## src/rtl/ssq_pkg.sv

```systemverilog
// Shared definitions for the serial converter output sequencer.
// Assumes: the frame length is the lead-in cycles plus one cycle per data bit.
package ssq_pkg;

    // Default word width and number of lead-in clocks before the first bit.
    localparam int SSQ_W    = 8;
    localparam int SSQ_LEAD = 4;

    // Position of the current clock inside a frame, as seen by the output stage.
    typedef enum logic [1:0] {
        PH_OFF  = 2'd0,   // no frame in progress
        PH_LEAD = 2'd1,   // frame clocks 1 .. LEAD-1
        PH_DATA = 2'd2,   // frame clocks LEAD .. FRAME-1, one bit each
        PH_TAIL = 2'd3    // frame clock FRAME, end-of-frame decision
    } ssq_phase_e;

endpackage

```

## src/rtl/ssq_frame_ctrl.sv

```systemverilog
// Frame controller: runs on rising edges.
// It starts a frame when select is low while idle, counts the frame clocks,
// captures the sample word on clock 1, and at the last clock either chains
// straight into a new frame or returns to idle.
// Assumes: cont_i was computed by the output stage at the falling edge of the
// last frame clock and stays stable until the next rising edge.
module ssq_frame_ctrl
    import ssq_pkg::*;
#(
    parameter int W    = SSQ_W,
    parameter int LEAD = SSQ_LEAD,
    localparam int FRAME = LEAD + W,
    localparam int CW    = $clog2(FRAME + 1)
) (
    input  logic          clk,
    input  logic          rst_n,
    input  logic          sel_n,
    input  logic [W-1:0]  sample,
    input  logic          cont_i,
    output logic          busy_o,
    output logic [CW-1:0] cnt_o,
    output logic [W-1:0]  word_o,
    output logic          fr_o
);

    localparam logic [CW-1:0] LAST = CW'(FRAME);
    localparam logic [CW-1:0] ONE  = CW'(1);

    logic          busy_q;
    logic [CW-1:0] cnt_q;
    logic [W-1:0]  word_q;
    logic          fr_q;

    // Frame sequencing: start, count, chain or stop.
    always_ff @(posedge clk) begin
        if (!rst_n) begin
            busy_q <= 1'b0;
            cnt_q  <= '0;
            fr_q   <= 1'b0;
        end else if (busy_q && cnt_q == LAST) begin
            if (cont_i) begin
                cnt_q <= ONE;
                fr_q  <= 1'b1;
            end else if (!sel_n) begin
                cnt_q <= ONE;
                fr_q  <= 1'b0;
            end else begin
                busy_q <= 1'b0;
                cnt_q  <= '0;
                fr_q   <= 1'b0;
            end
        end else if (busy_q) begin
            cnt_q <= cnt_q + ONE;
        end else if (!sel_n) begin
            busy_q <= 1'b1;
            cnt_q  <= ONE;
            fr_q   <= 1'b0;
        end
    end

    // Sample capture: load the word on every frame clock 1, hold it otherwise.
    always_ff @(posedge clk) begin
        if (!rst_n) begin
            word_q <= '0;
        end else if ((busy_q && cnt_q == LAST && (cont_i || !sel_n)) ||
                     (!busy_q && !sel_n)) begin
            word_q <= sample;
        end
    end

    assign busy_o = busy_q;
    assign cnt_o  = cnt_q;
    assign word_o = word_q;
    assign fr_o   = fr_q;

    // the counter stays inside 1..FRAME during a frame.
    a_r2_cnt_range: assert property (@(posedge clk) disable iff (!rst_n)
        busy_q |-> (cnt_q >= ONE && cnt_q <= LAST));

    // inside a frame the count advances by one every rising edge.
    a_r2_cnt_step: assert property (@(posedge clk) disable iff (!rst_n)
        (busy_q && cnt_q < LAST) |=> (busy_q && cnt_q == $past(cnt_q) + ONE));

    // the captured word is held for the rest of the frame.
    a_r7_word_hold: assert property (@(posedge clk) disable iff (!rst_n)
        (busy_q && cnt_q < LAST) |=> $stable(word_q));

    // while idle with select high, no frame starts.
    a_r4_stay_idle: assert property (@(posedge clk) disable iff (!rst_n)
        (!busy_q && sel_n) |=> !busy_q);

    // a frame in progress never stops before its last clock.
    a_r8_no_abort: assert property (@(posedge clk) disable iff (!rst_n)
        (busy_q && cnt_q < LAST) |=> busy_q);

endmodule

```

## src/rtl/ssq_phase_dec.sv

```systemverilog
// Phase decoder: classifies the current frame clock into lead-in, data or
// tail, and gives the index of the data bit for that clock.
// Assumes: cnt is in 1..LEAD+W whenever busy is high.
module ssq_phase_dec
    import ssq_pkg::*;
#(
    parameter int W    = SSQ_W,
    parameter int LEAD = SSQ_LEAD,
    localparam int FRAME = LEAD + W,
    localparam int CW    = $clog2(FRAME + 1),
    localparam int IW    = (W > 1) ? $clog2(W) : 1
) (
    input  logic          busy,
    input  logic [CW-1:0] cnt,
    output ssq_phase_e    phase,
    output logic [IW-1:0] bit_idx
);

    localparam logic [CW-1:0] LEAD_C = CW'(LEAD);
    localparam logic [CW-1:0] LAST   = CW'(FRAME);
    localparam logic [CW-1:0] TOPBIT = CW'(FRAME - 1);

    logic [CW-1:0] idx_full;

    // Phase selection from the frame clock number.
    always_comb begin
        if (!busy)              phase = PH_OFF;
        else if (cnt < LEAD_C)  phase = PH_LEAD;
        else if (cnt < LAST)    phase = PH_DATA;
        else                    phase = PH_TAIL;
    end

    // Bit index: first data clock maps to the MSB.
    always_comb begin
        idx_full = TOPBIT - cnt;
        bit_idx  = idx_full[IW-1:0];
    end

endmodule

```

## src/rtl/ssq_out_stage.sv

```systemverilog
// Output stage: runs on falling edges.
// It drives the serial bit and the output enable from the frame phase, and at
// the last frame clock samples select to decide between free run and stop.
// Assumes: the phase and word inputs were updated on the preceding rising edge.
module ssq_out_stage
    import ssq_pkg::*;
#(
    parameter int W  = SSQ_W,
    localparam int IW = (W > 1) ? $clog2(W) : 1
) (
    input  logic          clk,
    input  logic          rst_n,
    input  logic          sel_n,
    input  ssq_phase_e    phase,
    input  logic [IW-1:0] bit_idx,
    input  logic [W-1:0]  word,
    input  logic          fr,
    output logic          sdo,
    output logic          sdo_oe,
    output logic          cont_o
);

    logic sdo_q, oe_q, cont_q;

    // Falling-edge drive of the serial line and the end-of-frame decision.
    always_ff @(negedge clk) begin
        if (!rst_n) begin
            sdo_q  <= 1'b0;
            oe_q   <= 1'b0;
            cont_q <= 1'b0;
        end else begin
            unique case (phase)
                PH_LEAD: begin
                    sdo_q  <= 1'b0;
                    oe_q   <= fr;
                    cont_q <= 1'b0;
                end
                PH_DATA: begin
                    sdo_q  <= word[bit_idx];
                    oe_q   <= 1'b1;
                    cont_q <= 1'b0;
                end
                PH_TAIL: begin
                    sdo_q  <= 1'b0;
                    oe_q   <= !sel_n;
                    cont_q <= !sel_n;
                end
                default: begin
                    sdo_q  <= 1'b0;
                    oe_q   <= 1'b0;
                    cont_q <= 1'b0;
                end
            endcase
        end
    end

    assign sdo    = sdo_q;
    assign sdo_oe = oe_q;
    assign cont_o = cont_q;

    // every data clock leaves the line enabled.
    a_r3_data_enabled: assert property (@(negedge clk) disable iff (!rst_n)
        (phase == PH_DATA) |=> sdo_oe);

    // with no frame in progress the line is released.
    a_r4_off_released: assert property (@(negedge clk) disable iff (!rst_n)
        (phase == PH_OFF) |=> (!sdo_oe && !sdo));

    // outside the data window the driven level is always low.
    a_r6_gap_low: assert property (@(negedge clk) disable iff (!rst_n)
        (phase == PH_LEAD || phase == PH_TAIL) |=> !sdo);

endmodule

```

## src/rtl/sser_seq.sv

```systemverilog
// Serial converter output sequencer, top level.
// It connects the rising-edge frame controller, the phase decoder and the
// falling-edge output stage.
// Assumes: sel_n and sample are synchronous to clk.
module sser_seq
    import ssq_pkg::*;
#(
    parameter int W    = SSQ_W,
    parameter int LEAD = SSQ_LEAD,
    localparam int FRAME = LEAD + W,
    localparam int CW    = $clog2(FRAME + 1),
    localparam int IW    = (W > 1) ? $clog2(W) : 1
) (
    input  logic         clk,
    input  logic         rst_n,
    input  logic         sel_n,
    input  logic [W-1:0] sample,
    output logic         sdo,
    output logic         sdo_oe
);

    logic          busy;
    logic [CW-1:0] cnt;
    logic [W-1:0]  word;
    logic          fr;
    logic          cont;
    ssq_phase_e    phase;
    logic [IW-1:0] bit_idx;

    ssq_frame_ctrl #(.W(W), .LEAD(LEAD)) u_ctrl (
        .clk    (clk),
        .rst_n  (rst_n),
        .sel_n  (sel_n),
        .sample (sample),
        .cont_i (cont),
        .busy_o (busy),
        .cnt_o  (cnt),
        .word_o (word),
        .fr_o   (fr)
    );

    ssq_phase_dec #(.W(W), .LEAD(LEAD)) u_dec (
        .busy    (busy),
        .cnt     (cnt),
        .phase   (phase),
        .bit_idx (bit_idx)
    );

    ssq_out_stage #(.W(W)) u_out (
        .clk     (clk),
        .rst_n   (rst_n),
        .sel_n   (sel_n),
        .phase   (phase),
        .bit_idx (bit_idx),
        .word    (word),
        .fr      (fr),
        .sdo     (sdo),
        .sdo_oe  (sdo_oe),
        .cont_o  (cont)
    );

endmodule

```

## config.mk

```make
export PLATFORM = sky130hd
export DESIGN_NAME = sser_seq
export DESIGN_NICKNAME = d
export VERILOG_FILES = /design/src/rtl/ssq_pkg.sv /design/src/rtl/ssq_frame_ctrl.sv /design/src/rtl/ssq_phase_dec.sv /design/src/rtl/ssq_out_stage.sv /design/src/rtl/sser_seq.sv
export SDC_FILE = /design/constraint.sdc
export NUM_CORES = 1
export LEC_CHECK = 0
export ABC_AREA = 0
export CAP_MARGIN = 20
export CELL_PAD_IN_SITES_DETAIL_PLACEMENT = 2
export CELL_PAD_IN_SITES_GLOBAL_PLACEMENT = 2
export CORE_MARGIN = 2
export CORE_UTILIZATION = 39
export DETAILED_ROUTE_END_ITERATION = 10
export DONT_BUFFER_PORTS = 1
export PLACE_DENSITY = 0.77
export REMOVE_ABC_BUFFERS = 1
export SYNTH_ARGS = -nofsm -noshare
export SYNTH_HDL_FRONTEND = slang
export SYNTH_HIERARCHICAL = 1
export SYNTH_SLANG_ARGS = --single-unit
```

## constraint.sdc

```tcl
create_clock -name clk -period 2.85 [get_ports clk]
set_clock_uncertainty 0.1 [all_clocks]
set_input_delay 0.57 -clock clk [delete_from_list [all_inputs] [get_ports clk]]
set_output_delay 0.57 -clock clk [all_outputs]
set_load 0.02 [all_outputs]
```

* Word-level counts from Yosys, hierarchy flattened
Cells that the tools add are included.
** Operators by class
- Multiplexer cells :: 20
- $add $sub $neg :: 2
- Magnitude comparators :: 3
- Equal/unequal tests :: 9
- Reductions and logical operators :: 11
** Operators with widths (number)
- 4-bit two-way mux :: 4
- 1-bit two-way mux :: 12
- 2-bit AND reduction :: 4
- 2-bit inequality test, second input constant :: 3
- 4-bit by 1-bit adder with 4-bit output, second input constant :: 1
- 2-bit == test, second input constant :: 2
- 4-bit == test, second input constant :: 1
- 3-bit by 4-bit < comparator with 1-bit output, second input constant :: 1
- 4-bit by 3-bit < comparator with 1-bit output, second input constant :: 1
- 4-bit < comparator, second input constant :: 1
- 2-bit two-way mux :: 2
- 1-bit binary-select mux with 3-bit select :: 1
- 1-bit logical AND :: 3
- 3-bit by 1-bit inequality test with 1-bit output, second input constant :: 1
- 1-bit case mux with 3 select lines :: 1
- 2-bit by 3-bit subtractor with 3-bit output, first input constant :: 1
- 2-bit by 1-bit == test with 1-bit output, second input constant :: 1
- 1-bit zero test :: 2
- 1-bit logical OR :: 2
- 2-bit by 1-bit inequality test with 1-bit output, second input constant :: 1
** Storage, ports and cells
- Output and inout port bits :: 2
- Input bits :: 11
- Logic and storage cells :: 52
- Register bits :: 17

* Depth between registers and ports, before layout
Gate-level depths: netlist (run 1).
- Depth in word-level cells :: 6
- Mapped depth :: 6

* By module
Netlist (run 1), hierarchy kept.
** By module, submodules not included
- ssq_frame_ctrl :: area an instance 629.4 um^2, times used 1, cells each 71
- ssq_out_stage :: area an instance 180.2 um^2, times used 1, cells each 20
- ssq_phase_dec :: area an instance 62.6 um^2, times used 1, cells each 8

==> results of run 1 <==
through the flow:
step | hold WS [ns] | setup slack (ns) | util | TNS, ns
detailed placement | 0.360 | -0.0238 | 0.433 | -0.0314
global route | 0.235 | -0.0117 | 0.459 | -0.0197
floorplan | 0.334 | -0.0203 | - | -0.162
global placement | 0.344 | 0.0465 | 0.433 | 0
CTS | 0.239 | 0.00366 | 0.457 | 0
finish | 0.246 | 0.0250 | 0.459 | 0
registers in the layout, indices dropped and copies added (netlist names):
| signal | count |
|---|---|
| u_ctrl/cnt_o | 4 |
| u_ctrl/fr_o | 1 |
| u_out/sdo_oe | 1 |
| u_out/cont_o | 1 |
| u_ctrl/word_o | 8 |
| u_ctrl/busy_o | 1 |
| u_out/sdo | 1 |
what timing repair did:
item,CTS,global route
endpoints found under the setup margin,3,3
hold endpoints to repair,0,0
gates resized for setup,3,2
pin swaps,0,1
path summary, 6_finish.rpt:
| path | start | endpoint | slack, ns | cells after the start |
|---|---|---|---|---|
| setup / recovery | u_out/sdo$_SDFF_NN0_ | sdo | 0.02 | 0 |
| hold reg to reg | u_ctrl/word_o[7]$_SDFFE_PN0P_ | u_ctrl/word_o[7]$_SDFFE_PN0P_ | 0.37 | 2 |
| hold / removal | sel_n | u_ctrl/busy_o$_SDFFE_PN0P_ | 0.25 | 1 |
| setup reg to reg | u_ctrl/cnt_o[2]$_SDFFE_PN0P_ | u_out/sdo$_SDFF_NN0_ | 0.08 | 6 |
routing by layer:
layer / up-vias / track usage
met4: 0 / 0.0526
li1: 358 / -
met3: 6 / 0.0614
met2: 12 / 0.372
met5: - / 0
met1: 363 / 0.210
synth_stat cells, drive strengths merged:
master | instances | share of area
a21boi | 1 | 0.0086
a21oi | 5 | 0.029
a22oi | 2 | 0.017
a311oi | 5 | 0.050
a31oi | 1 | 0.0072
and2 | 1 | 0.0072
and3 | 1 | 0.0072
and3b | 1 | 0.010
buf | 3 | 0.023
clkbuf | 2 | 0.0086
dfxtp | 17 | 0.39
ha | 3 | 0.043
inv | 11 | 0.047
mux2 | 1 | 0.017
mux2i | 11 | 0.13
nand2 | 19 | 0.082
nand2b | 1 | 0.0072
nand3 | 1 | 0.0057
nand3b | 1 | 0.0086
nor2 | 2 | 0.0086
nor2b | 3 | 0.039
nor3b | 1 | 0.0086
o211a | 1 | 0.011
o21ai | 2 | 0.011
o32ai | 1 | 0.010
or3 | 1 | 0.0072
or4 | 1 | 0.0086
area by class of cell:
type	instances	area (um^2)	area share
Clock inverter	4	17.5	0.0176
Multi-Input combinational cell	66	475	0.477
Inverter	10	37.5	0.0377
Tap cell	28	35.0	0.0352
Clock buffer	3	22.5	0.0226
Timing Repair Buffer	8	60.1	0.0603
Sequential cell	17	348	0.349
power breakdown:
part | leakage, nW | internal (mW) | total (mW) | switching (mW)
Combinational | 0.259 | 0.0358 | 0.0736 | 0.0378
Clock | 0.0342 | 0.0599 | 0.158 | 0.0983
Sequential | 0.141 | 0.248 | 0.255 | 0.00686
cells by family after synthesis:
| family | count (synthesis) |
|---|---|
| and+or+nand+nor | 33 |
| muxes | 12 |
| buffers and inverters | 16 |
| adders and majority gates | 3 |
| DFF | 17 |
| AOI/OAI and AO/OA | 18 |
==> report_table.html, run 1 <==
<table>
<tr><th>Metric</th><th>Value</th></tr>
<tr><th colspan="2">Status</th></tr>
<tr><td>Status</td><td>complete, no violations</td></tr>
<tr><th colspan="2">Clock network</th></tr>
<tr><td>Clock slew at reported path FFs</td><td>0.10 ns</td></tr>
<tr><td>CTS Hold Buffers Added</td><td>0</td></tr>
<tr><td>TritonCTS Buffers</td><td>3</td></tr>
<tr><td>Max Root-Sink Buffers</td><td>2</td></tr>
<tr><td>Clock network latency to the later pin of the worst-skew pair</td><td>0.37 ns</td></tr>
<tr><td>Number of sinks driven by the clock tree</td><td>17</td></tr>
<tr><td>Cell at the root of the clock tree</td><td>sky130_fd_sc_hd__clkbuf_4</td></tr>
<tr><td>Number of H-tree levels</td><td>1</td></tr>
<tr><td>TritonCTS clock tree</td><td>built</td></tr>
<tr><td>Post-CTS setup buffer count</td><td>0</td></tr>
<tr><th colspan="2">Routing</th></tr>
<tr><td>Average wire per cell in the routed design</td><td>17.6 um</td></tr>
<tr><td>Wire length on met3</td><td>83 um</td></tr>
<tr><td>Vias per std cell</td><td>5.43</td></tr>
<tr><td>Routed length on met1</td><td>966 um</td></tr>
<tr><td>Number of DRC violations after detailed-routing iteration 0</td><td>4</td></tr>
<tr><td>Post-detailed-routing wire length</td><td>2400 um</td></tr>
<tr><td>Highest layer used for signal routing</td><td>met4</td></tr>
<tr><td>Met2 routed WL</td><td>1300 um</td></tr>
<tr><td>DRT antenna net count</td><td>0</td></tr>
<tr><td>First-pass iteration count of the detailed router</td><td>2</td></tr>
<tr><td>Total number of vias</td><td>739</td></tr>
<tr><td>DRC</td><td>0</td></tr>
<tr><th colspan="2">Synth</th></tr>
<tr><td>Proportion of synthesized area in mux cells</td><td>0.143</td></tr>
<tr><td>Mean instance size in the synthesized netlist</td><td>8.81 um^2</td></tr>
<tr><td>Distinct cells, synth</td><td>30</td></tr>
<tr><td>Syn Inst Count</td><td>99</td></tr>
<tr><td>Simple-gate share of the synthesized area</td><td>0.199</td></tr>
<tr><td>Fraction of the mapped netlist area in adder cells</td><td>0.0430</td></tr>
<tr><td>Synthesized-area fraction occupied by ao, oa, aoi and oai cells</td><td>0.145</td></tr>
<tr><td>Share of synthesized area occupied by flip-flops and latches</td><td>0.390</td></tr>
<tr><td>Fraction of synthesized cell area in xor and xnor cells</td><td>0</td></tr>
<tr><td>Combinational family with the most area after synthesis</td><td>simple AND/OR/NAND/NOR gates</td></tr>
<tr><td>Cell area after synthesis</td><td>872 um^2</td></tr>
<tr><td>Synth warn</td><td>6</td></tr>
<tr><td>Synthesized flop and latch total</td><td>17</td></tr>
<tr><th colspan="2">Setup path</th></tr>
<tr><td>Worst-path fanout max</td><td>1</td></tr>
<tr><td>Setup crit start kind</td><td>flop</td></tr>
<tr><td>Startpoint-to-endpoint class of the critical path</td><td>flop to primary output</td></tr>
<tr><td>WP data required</td><td>2.18 ns</td></tr>
<tr><td>Data arrival time at the worst-slack endpoint</td><td>2.16 ns</td></tr>
<tr><td>Kind of end point of the critical path</td><td>primary output</td></tr>
<tr><th colspan="2">Global routing</th></tr>
<tr><td>Number of antenna violations at the first check in global routing</td><td>0</td></tr>
<tr><td>Global router's overall resource usage</td><td>0.197</td></tr>
<tr><td>Largest net degree at the start of global routing</td><td>21</td></tr>
<tr><td>Aggregate global routing overflow</td><td>0</td></tr>
<tr><td>Via count of the first global-routing pass</td><td>754</td></tr>
<tr><td>Global-route wire length before repair</td><td>3680 um</td></tr>
<tr><th colspan="2">Die</th></tr>
<tr><td>Die width</td><td>51.3 um</td></tr>
<tr><td>Die Y-Extent</td><td>51.3 um</td></tr>
<tr><td>I/O pin count</td><td>13</td></tr>
<tr><td>Area of the die</td><td>2630 um^2</td></tr>
<tr><td>Initial core utilization</td><td>0.402</td></tr>
<tr><td>CORE AREA</td><td>2170 um^2</td></tr>
<tr><td>Number of standard-cell rows in the floorplan</td><td>17</td></tr>
<tr><th colspan="2">STA</th></tr>
<tr><td>Slew Viols, Final</td><td>0</td></tr>
<tr><td>Worst max-slew margin expressed relative to the limit</td><td>0.780</td></tr>
<tr><td>Slew at the pin closest to its max-slew limit</td><td>0.328 ns</td></tr>
<tr><td>Unrepaired setup endpoints after global routing</td><td>true</td></tr>
<tr><td>Final hold vios</td><td>0</td></tr>
<tr><td>Count of endpoints failing setup in the final report</td><td>0</td></tr>
<tr><th colspan="2">Finish</th></tr>
<tr><td>P&amp;R area growth vs syn</td><td>14.2%</td></tr>
<tr><td>Most frequent cells in the layout</td><td>sky130_fd_sc_hd__nand2_1 (19), sky130_fd_sc_hd__dfxtp_1 (15), sky130_fd_sc_hd__inv_1 (12)</td></tr>
<tr><td>Antenna fix cells</td><td>0</td></tr>
<tr><td>Most common cell after layout, fill and taps aside</td><td>sky130_fd_sc_hd__nand2_1</td></tr>
<tr><td>Final design instance area without fill</td><td>996 um^2</td></tr>
<tr><td>Non-Filler Instances</td><td>136</td></tr>
<tr><td>Net count of the finished layout</td><td>123</td></tr>
<tr><td>Fraction of final layout cells with drive strength greater than 1</td><td>0.176</td></tr>
<tr><td>Number of fillers in the final layout</td><td>255</td></tr>
<tr><th colspan="2">Place</th></tr>
<tr><td>Instance area at placement</td><td>940 um^2</td></tr>
<tr><td>Number of buffers added on ports</td><td>0</td></tr>
<tr><td>Dpl hpwl</td><td>1720 um</td></tr>
<tr><td>Post-placement cell count</td><td>130</td></tr>
<tr><td>GP Congestion</td><td>0.696</td></tr>
<tr><th colspan="2">Flow run</th></tr>
<tr><td>Max-cap violations</td><td>0</td></tr>
<tr><th colspan="2">Pwr</th></tr>
<tr><td>Pwr Total</td><td>487 uW</td></tr>
<tr><td>Power density over the cells</td><td>489 nW/um^2</td></tr>
<tr><td>Static leakage</td><td>0.434 nW</td></tr>
<tr><td>Worst voltage drop across the vdd grid</td><td>0.000313 V</td></tr>
<tr><th colspan="2">Hold path</th></tr>
<tr><td>Hold Crit Class</td><td>input pin to flop</td></tr>
</table>
No activity file was read; power rests on OpenSTA's default activity.
==> inputs of run 2 (changes only) <==
CORE_ASPECT_RATIO = 0.6   (was default)
==> run 2 against run 1 <==
Highest routed layer unchanged. Sequential cell count is the same. Count of clock-buffer cells in the layout unchanged. Clock power is 26% higher. Hold slack improved by 0.062 ns. Critical endpoint is now u_out/sdo$_SDFF_NN0_. Combinational power about the same. Die area up 0.49%. Cell count up 0.74%. Power up 8.8%.
==> report_table.html, run 2 (synthesis gave the netlist of run 1 again) <==
<table>
<tr><th>Metric</th><th>Value</th></tr>
<tr><th colspan="2">Status</th></tr>
<tr><td>Status</td><td>complete, no violations</td></tr>
<tr><th colspan="2">Clock network</th></tr>
<tr><td>Clock network latency to the later pin of the worst-skew pair</td><td>0.33 ns (-0.04 ns)</td></tr>
<tr><td>Cell at the root of the clock tree</td><td>sky130_fd_sc_hd__clkbuf_8</td></tr>
<tr><td>Number of H-tree levels</td><td>1 (unchanged)</td></tr>
<tr><td>Resized Gates After CTS</td><td>0 (-3)</td></tr>
<tr><td>Max Root-Sink Buffers</td><td>2 (unchanged)</td></tr>
<tr><td>TritonCTS clock tree</td><td>built</td></tr>
<tr><td>TritonCTS Buffers</td><td>3 (unchanged)</td></tr>
<tr><td>CTS Hold Buffers Added</td><td>0 (unchanged)</td></tr>
<tr><td>Post-CTS setup buffer count</td><td>0 (unchanged)</td></tr>
<tr><td>Number of sinks driven by the clock tree</td><td>17 (unchanged)</td></tr>
<tr><td>Clock slew at reported path FFs</td><td>0.07 ns (-0.03 ns)</td></tr>
<tr><th colspan="2">STA</th></tr>
<tr><td>Slew Viols, Final</td><td>0 (unchanged)</td></tr>
<tr><td>Unrepaired setup endpoints after global routing</td><td>false</td></tr>
<tr><td>Worst slack on hold paths</td><td>0.308 ns (+0.0619 ns)</td></tr>
<tr><td>Slew at the pin closest to its max-slew limit</td><td>0.382 ns (+0.0539 ns)</td></tr>
<tr><td>Worst max-slew margin expressed relative to the limit</td><td>0.743 (-0.0371)</td></tr>
<tr><td>Summed negative setup slack over all endpoints</td><td>0 ns (unchanged)</td></tr>
<tr><td>Final hold vios</td><td>0 (unchanged)</td></tr>
<tr><td>Count of endpoints failing setup in the final report</td><td>0 (unchanged)</td></tr>
<tr><th colspan="2">Die</th></tr>
<tr><td>Initial core utilization</td><td>0.406 (+0.00422)</td></tr>
<tr><td>Die Y-Extent</td><td>40.6 um (-21%)</td></tr>
<tr><td>I/O pin count</td><td>13 (unchanged)</td></tr>
<tr><td>CORE AREA</td><td>2150 um^2 (-1.0%)</td></tr>
<tr><td>Area of the die</td><td>2640 um^2 (+0.49%)</td></tr>
<tr><td>Number of standard-cell rows in the floorplan</td><td>13 (-4)</td></tr>
<tr><td>Die width</td><td>65.1 um (+27%)</td></tr>
<tr><th colspan="2">Setup path</th></tr>
<tr><td>Startpoint of the most critical setup path</td><td>u_ctrl/cnt_o[3]$_SDFFE_PN0P_</td></tr>
<tr><td>Kind of end point of the critical path</td><td>flop</td></tr>
<tr><td>WP data required</td><td>1.58 ns (-0.60 ns)</td></tr>
<tr><td>Startpoint-to-endpoint class of the critical path</td><td>flop to flop</td></tr>
<tr><td>Worst-path fanout max</td><td>3 (+2)</td></tr>
<tr><td>Reg-to-reg critical path startpoint</td><td>u_ctrl/cnt_o[3]$_SDFFE_PN0P_</td></tr>
<tr><td>Setup crit start kind</td><td>flop</td></tr>
<tr><td>Data arrival time at the worst-slack endpoint</td><td>1.54 ns (-0.62 ns)</td></tr>
<tr><th colspan="2">Finish</th></tr>
<tr><td>P&amp;R area growth vs syn</td><td>13.6%</td></tr>
<tr><td>Antenna fix cells</td><td>0 (unchanged)</td></tr>
<tr><td>Most frequent cells in the layout</td><td>sky130_fd_sc_hd__nand2_1 (19), sky130_fd_sc_hd__dfxtp_1 (14), sky130_fd_sc_hd__inv_1 (12)</td></tr>
<tr><td>Net count of the finished layout</td><td>122 (-0.81%)</td></tr>
<tr><td>Final core area utilization</td><td>0.462 (+0.00248)</td></tr>
<tr><td>Most common cell after layout, fill and taps aside</td><td>sky130_fd_sc_hd__nand2_1</td></tr>
<tr><td>Largest register FFs</td><td>8 (unchanged)</td></tr>
<tr><td>Fraction of final layout cells with drive strength greater than 1</td><td>0.159 (-0.0170)</td></tr>
<tr><th colspan="2">Routing</th></tr>
<tr><td>Vias per std cell</td><td>5.53 (+1.7%)</td></tr>
<tr><td>First-pass iteration count of the detailed router</td><td>4 (+2)</td></tr>
<tr><td>Average wire per cell in the routed design</td><td>18.9 um (+7.1%)</td></tr>
<tr><td>DRC</td><td>0 (unchanged)</td></tr>
<tr><td>Post-detailed-routing wire length</td><td>2580 um (+7.8%)</td></tr>
<tr><td>Total number of vias</td><td>757 (+2.4%)</td></tr>
<tr><td>DRT antenna net count</td><td>0 (unchanged)</td></tr>
<tr><td>Number of DRC violations after detailed-routing iteration 0</td><td>29 (+25)</td></tr>
<tr><th colspan="2">Global routing</th></tr>
<tr><td>Aggregate global routing overflow</td><td>0 (unchanged)</td></tr>
<tr><td>Via count of the first global-routing pass</td><td>741 (-1.7%)</td></tr>
<tr><td>Number of antenna violations at the first check in global routing</td><td>0 (unchanged)</td></tr>
<tr><td>Global-route wire length before repair</td><td>3850 um (+4.7%)</td></tr>
<tr><td>Global router's overall resource usage</td><td>0.214 (+0.0162)</td></tr>
<tr><td>Largest net degree at the start of global routing</td><td>21 (unchanged)</td></tr>
<tr><th colspan="2">Hold path</th></tr>
<tr><td>Hold Crit Class</td><td>input pin to flop</td></tr>
<tr><td>Hold_sp</td><td>sel_n</td></tr>
<tr><th colspan="2">Place</th></tr>
<tr><td>GP Congestion</td><td>0.705 (+1.3%)</td></tr>
<tr><td>Number of buffers added on ports</td><td>0 (unchanged)</td></tr>
<tr><td>Dpl hpwl</td><td>1860 um (+7.9%)</td></tr>
<tr><th colspan="2">Pwr</th></tr>
<tr><td>Static leakage</td><td>0.432 nW (-0.43%)</td></tr>
<tr><td>Worst voltage drop across the vdd grid</td><td>0.000240 V (-23%)</td></tr>
<tr><td>Power density over the cells</td><td>535 nW/um^2 (+9.4%)</td></tr>
<tr><th colspan="2">Flow run</th></tr>
<tr><td>Max-cap violations</td><td>0 (unchanged)</td></tr>
</table>
[run 2: through the flow]
stage | cells | cell area [um^2] | total power, mW | setup WS, ns
2_1_floorplan | 94 | 845 | 0.316 | -0.0203
3_3_place_gp | 131 | 935 | 0.334 | 0.0758
3_5_place_dp | 131 | 935 | 0.341 | -0.00527
4_1_cts | 137 | 987 | 0.532 | 0.000356
5_1_grt | 137 | 991 | 0.555 | 0.00170
6_report | 137 | 991 | 0.530 | 0.0364
[run 2: routing by layer]
metal,up-vias,routed length (um),part of all wire,track usage
met5,-,0,0,0
met4,0,61,0.024,0.109
met3,9,93,0.036,0.0604
met2,17,1250,0.48,0.384
met1,376,1180,0.46,0.247
li1,355,-,-,-
[run 2: layout make-up]
| class | instances | area, um^2 |
|---|---|---|
| flip-flops and latches | 17 | 344 |
| multi-input cells | 66 | 463 |
| well taps | 30 | 37.5 |
| clock buffers | 3 | 41.3 |
| inverters | 10 | 37.5 |
| clock inverters | 4 | 15.0 |
| repair buffers | 7 | 52.6 |
| fillers | 244 | 1160 |
[run 2: worst paths after layout]
check | slack [ns] | cells past startpoint | end
worst min register to register | 0.37 | 2 | u_ctrl/word_o[1]$_SDFFE_PN0P_
worst max register to register | 0.04 | 6 | u_out/sdo$_SDFF_NN0_
worst min-delay path | 0.31 | 1 | u_ctrl/busy_o$_SDFFE_PN0P_
worst max-delay path | 0.04 | 6 | u_out/sdo$_SDFF_NN0_
[run 2: where the power goes]
group          internal (mW)  leakage, nW  switching (mW)
sequential             0.250        0.141         0.00789
combinational         0.0332        0.252          0.0401
clock                  0.102       0.0391          0.0969
[run 2: worst max-delay path: stages, from the launching register on]
cell,delay [ns]
sky130_fd_sc_hd__dfxtp_1,0.35
sky130_fd_sc_hd__inv_1,0.05
sky130_fd_sc_hd__ha_1,0.21
sky130_fd_sc_hd__nor2b_4,0.15
sky130_fd_sc_hd__nand2_1,0.10
sky130_fd_sc_hd__a311oi_1,0.24
sky130_fd_sc_hd__and3_1,0.19
==> inputs of run 3 (changes only) <==
CORE_UTILIZATION = 31   (was 39)
PLACE_DENSITY = 0.63   (was 0.77)
==> run 3 against run 2 <==
Combinational power down 4.9%. Critical endpoint is now sdo_oe. Cell count up 2.2%. Design area grew 1.5%. Sequential share of layout area is 0.64 points lower. Clock power hardly changed. Sequential power about the same. Via count shrank 4.4%.
==> report_table.html, run 3 (synthesis gave the netlist of run 1 again) <==
<table>
<tr><th>Metric</th><th>Value</th></tr>
<tr><th colspan="2">Setup path</th></tr>
<tr><td>FF-to-FF End</td><td>u_ctrl/word_o[0]$_SDFFE_PN0P_</td></tr>
<tr><td>Setup slack of the most critical reg-to-reg path</td><td>0.10 ns (+0.06 ns)</td></tr>
<tr><td>Worst-path fanout max</td><td>1 (-2)</td></tr>
<tr><td>WP data required</td><td>2.18 ns (+0.60 ns)</td></tr>
<tr><td>Startpoint-to-endpoint class of the critical path</td><td>flop to primary output</td></tr>
<tr><td>Depth of the worst register-to-register path</td><td>4 (-2)</td></tr>
<tr><td>Setup crit start kind</td><td>flop</td></tr>
<tr><td>Critical path depth in cells</td><td>0 (-6)</td></tr>
<tr><td>Data arrival time at the worst-slack endpoint</td><td>2.11 ns (+0.57 ns)</td></tr>
<tr><td>Reg-to-reg critical path startpoint</td><td>u_out/cont_o$_SDFF_NN0_</td></tr>
<tr><td>Kind of end point of the critical path</td><td>primary output</td></tr>
<tr><th colspan="2">Finish</th></tr>
<tr><td>Fraction of final layout cells with drive strength greater than 1</td><td>0.167 (+0.00779)</td></tr>
<tr><td>Most common cell after layout, fill and taps aside</td><td>sky130_fd_sc_hd__nand2_1</td></tr>
<tr><td>Antenna fix cells</td><td>0 (unchanged)</td></tr>
<tr><td>Number of fillers in the final layout</td><td>286 (+17%)</td></tr>
<tr><td>Reg area</td><td>343 um^2 (-0.36%)</td></tr>
<tr><td>Net count of the finished layout</td><td>123 (+0.82%)</td></tr>
<tr><td>Area of the multi-input gates</td><td>469 um^2 (+1.4%)</td></tr>
<tr><td>P&amp;R area growth vs syn</td><td>15.4%</td></tr>
<tr><td>Final design instance area without fill</td><td>1010 um^2 (+1.5%)</td></tr>
<tr><td>Largest register FFs</td><td>8 (unchanged)</td></tr>
<tr><td>Most frequent cells in the layout</td><td>sky130_fd_sc_hd__nand2_1 (19), sky130_fd_sc_hd__dfxtp_1 (15), sky130_fd_sc_hd__inv_1 (12)</td></tr>
<tr><th colspan="2">Die</th></tr>
<tr><td>CORE AREA</td><td>2590 um^2 (+21%)</td></tr>
<tr><td>Die width</td><td>72.5 um (+11%)</td></tr>
<tr><td>Die Y-Extent</td><td>45.1 um (+11%)</td></tr>
<tr><td>I/O pin count</td><td>13 (unchanged)</td></tr>
<tr><td>Number of standard-cell rows in the floorplan</td><td>14 (+1)</td></tr>
<tr><td>Area of the die</td><td>3270 um^2 (+24%)</td></tr>
<tr><td>Initial core utilization</td><td>0.336 (-0.0698)</td></tr>
<tr><th colspan="2">STA</th></tr>
<tr><td>Worst max-slew margin expressed relative to the limit</td><td>0.807 (+0.0640)</td></tr>
<tr><td>Worst setup margin</td><td>0.0683 ns (+0.0319 ns)</td></tr>
<tr><td>Slew Viols, Final</td><td>0 (unchanged)</td></tr>
<tr><td>Slew at the pin closest to its max-slew limit</td><td>0.287 ns (-0.0950 ns)</td></tr>
<tr><td>Unrepaired setup endpoints after global routing</td><td>false</td></tr>
<tr><td>Final hold vios</td><td>0 (unchanged)</td></tr>
<tr><td>Count of endpoints failing setup in the final report</td><td>0 (unchanged)</td></tr>
<tr><th colspan="2">Global routing</th></tr>
<tr><td>Number of antenna violations at the first check in global routing</td><td>0 (unchanged)</td></tr>
<tr><td>Global router's overall resource usage</td><td>0.159 (-0.0549)</td></tr>
<tr><td>Global-route wire length before repair</td><td>3790 um (-1.6%)</td></tr>
<tr><td>Largest net degree at the start of global routing</td><td>21 (unchanged)</td></tr>
<tr><td>Aggregate global routing overflow</td><td>0 (unchanged)</td></tr>
<tr><td>Via count of the first global-routing pass</td><td>775 (+4.6%)</td></tr>
<tr><th colspan="2">Place</th></tr>
<tr><td>Placement Setup Slack</td><td>0.0408 ns (+0.0461 ns)</td></tr>
<tr><td>Instance area at placement</td><td>945 um^2 (+1.1%)</td></tr>
<tr><td>GP Congestion</td><td>0.744 (+5.5%)</td></tr>
<tr><td>Dpl hpwl</td><td>1800 um (-3.2%)</td></tr>
<tr><td>Number of buffers added on ports</td><td>0 (unchanged)</td></tr>
<tr><th colspan="2">Clock network</th></tr>
<tr><td>Clock slew at reported path FFs</td><td>0.07 ns (about the same)</td></tr>
<tr><td>Number of sinks driven by the clock tree</td><td>17 (unchanged)</td></tr>
<tr><td>Clock network latency to the later pin of the worst-skew pair</td><td>0.33 ns (about the same)</td></tr>
<tr><td>TritonCTS clock tree</td><td>built</td></tr>
<tr><td>Number of H-tree levels</td><td>1 (unchanged)</td></tr>
<tr><td>Cell at the root of the clock tree</td><td>sky130_fd_sc_hd__clkbuf_8</td></tr>
<tr><td>Max Root-Sink Buffers</td><td>2 (unchanged)</td></tr>
<tr><td>TritonCTS Buffers</td><td>3 (unchanged)</td></tr>
<tr><td>CTS Hold Buffers Added</td><td>0 (unchanged)</td></tr>
<tr><th colspan="2">Routing</th></tr>
<tr><td>First-pass iteration count of the detailed router</td><td>4 (unchanged)</td></tr>
<tr><td>Number of DRC violations after detailed-routing iteration 0</td><td>61 (+110%)</td></tr>
<tr><td>Post-detailed-routing wire length</td><td>2300 um (-11%)</td></tr>
<tr><td>Average wire per cell in the routed design</td><td>16.4 um (-13%)</td></tr>
<tr><td>DRT antenna net count</td><td>0 (unchanged)</td></tr>
<tr><td>Vias per std cell</td><td>5.17 (-6.4%)</td></tr>
<tr><td>Total number of vias</td><td>724 (-4.4%)</td></tr>
<tr><td>DRC</td><td>0 (unchanged)</td></tr>
<tr><th colspan="2">Hold path</th></tr>
<tr><td>Hold Crit Class</td><td>input pin to flop</td></tr>
<tr><td>WHS Endpoint</td><td>u_ctrl/busy_o$_SDFFE_PN0P_</td></tr>
<tr><td>Hold-critical path depth</td><td>1 (unchanged)</td></tr>
<tr><td>Hold_sp</td><td>sel_n</td></tr>
<tr><th colspan="2">Pwr</th></tr>
<tr><td>Pwr Total</td><td>525 uW (-0.82%)</td></tr>
<tr><td>Worst voltage drop across the vdd grid</td><td>0.000192 V (-20%)</td></tr>
<tr><td>Power density over the cells</td><td>522 nW/um^2 (-2.3%)</td></tr>
<tr><td>Static leakage</td><td>0.437 nW (+1.2%)</td></tr>
<tr><th colspan="2">Status</th></tr>
<tr><td>Status</td><td>complete, no violations</td></tr>
<tr><th colspan="2">Flow run</th></tr>
<tr><td>Max-cap violations</td><td>0 (unchanged)</td></tr>
</table>
[run 3: cell count changes in the layout (fill, tap and decap cells not counted)]
cell / delta
sky130_fd_sc_hd__a311oi_2: +1
sky130_fd_sc_hd__dfxtp_1: +1
sky130_fd_sc_hd__dfxtp_2: -1
sky130_fd_sc_hd__buf_4: +1
sky130_fd_sc_hd__a311oi_1: -1
[run 3: final cells by class]
type,count,area share
clock inverter,4,0.0149
inverter,10,0.0373
multi-input combinational,66,0.466
clock buffer,3,0.0410
sequential,17,0.341
timing repair buffer,8,0.0597
tap,32,0.0398
[run 3: report_power, final]
| group | switching [mW] | internal (mW) |
|---|---|---|
| registers | 0.00722 | 0.250 |
| logic | 0.0360 | 0.0337 |
| clock network | 0.0972 | 0.101 |
[run 3: timing repair]
item,4_1_cts,5_1_grt
endpoints found under the setup margin,0,3
gates resized for setup,0,3
buffers inserted,0,0
endpoints found under the hold margin,0,0
[run 3: worst max-delay path by stage]
stage	end	start	slack, ns
floorplan	u_ctrl/word_o[0]$_SDFFE_PN0P_	u_out/cont_o$_SDFF_NN0_	-0.02
global placement	u_out/sdo$_SDFF_NN0_	u_ctrl/cnt_o[1]$_SDFFE_PN0P_	0.10
detailed placement	u_out/sdo_oe$_SDFF_NN0_	u_ctrl/cnt_o[2]$_SDFFE_PN0P_	0.04
finish	sdo_oe	u_out/sdo_oe$_SDFF_NN0_	0.07
global route	u_ctrl/word_o[2]$_SDFFE_PN0P_	u_out/cont_o$_SDFF_NN0_	0.02
CTS	sdo	u_out/sdo$_SDFF_NN0_	0.005
[run 3: metrics by stage]
stage | std cells | setup TNS (ns) | hold slack, ns | util
global placement | 134 | 0 | 0.345 | 0.364
CTS | 140 | 0 | 0.294 | 0.385
detailed placement | 134 | 0 | 0.356 | 0.364
global route | 140 | 0 | 0.298 | 0.388
floorplan | 94 | -0.162 | 0.334 | -
finish | 140 | 0 | 0.299 | 0.388
[run 3: layer usage]
metal	wire, um	global-route usage
met2	1050	0.277
met3	103	0.0558
met4	0	0.0222
met5	0	0
met1	1150	0.198
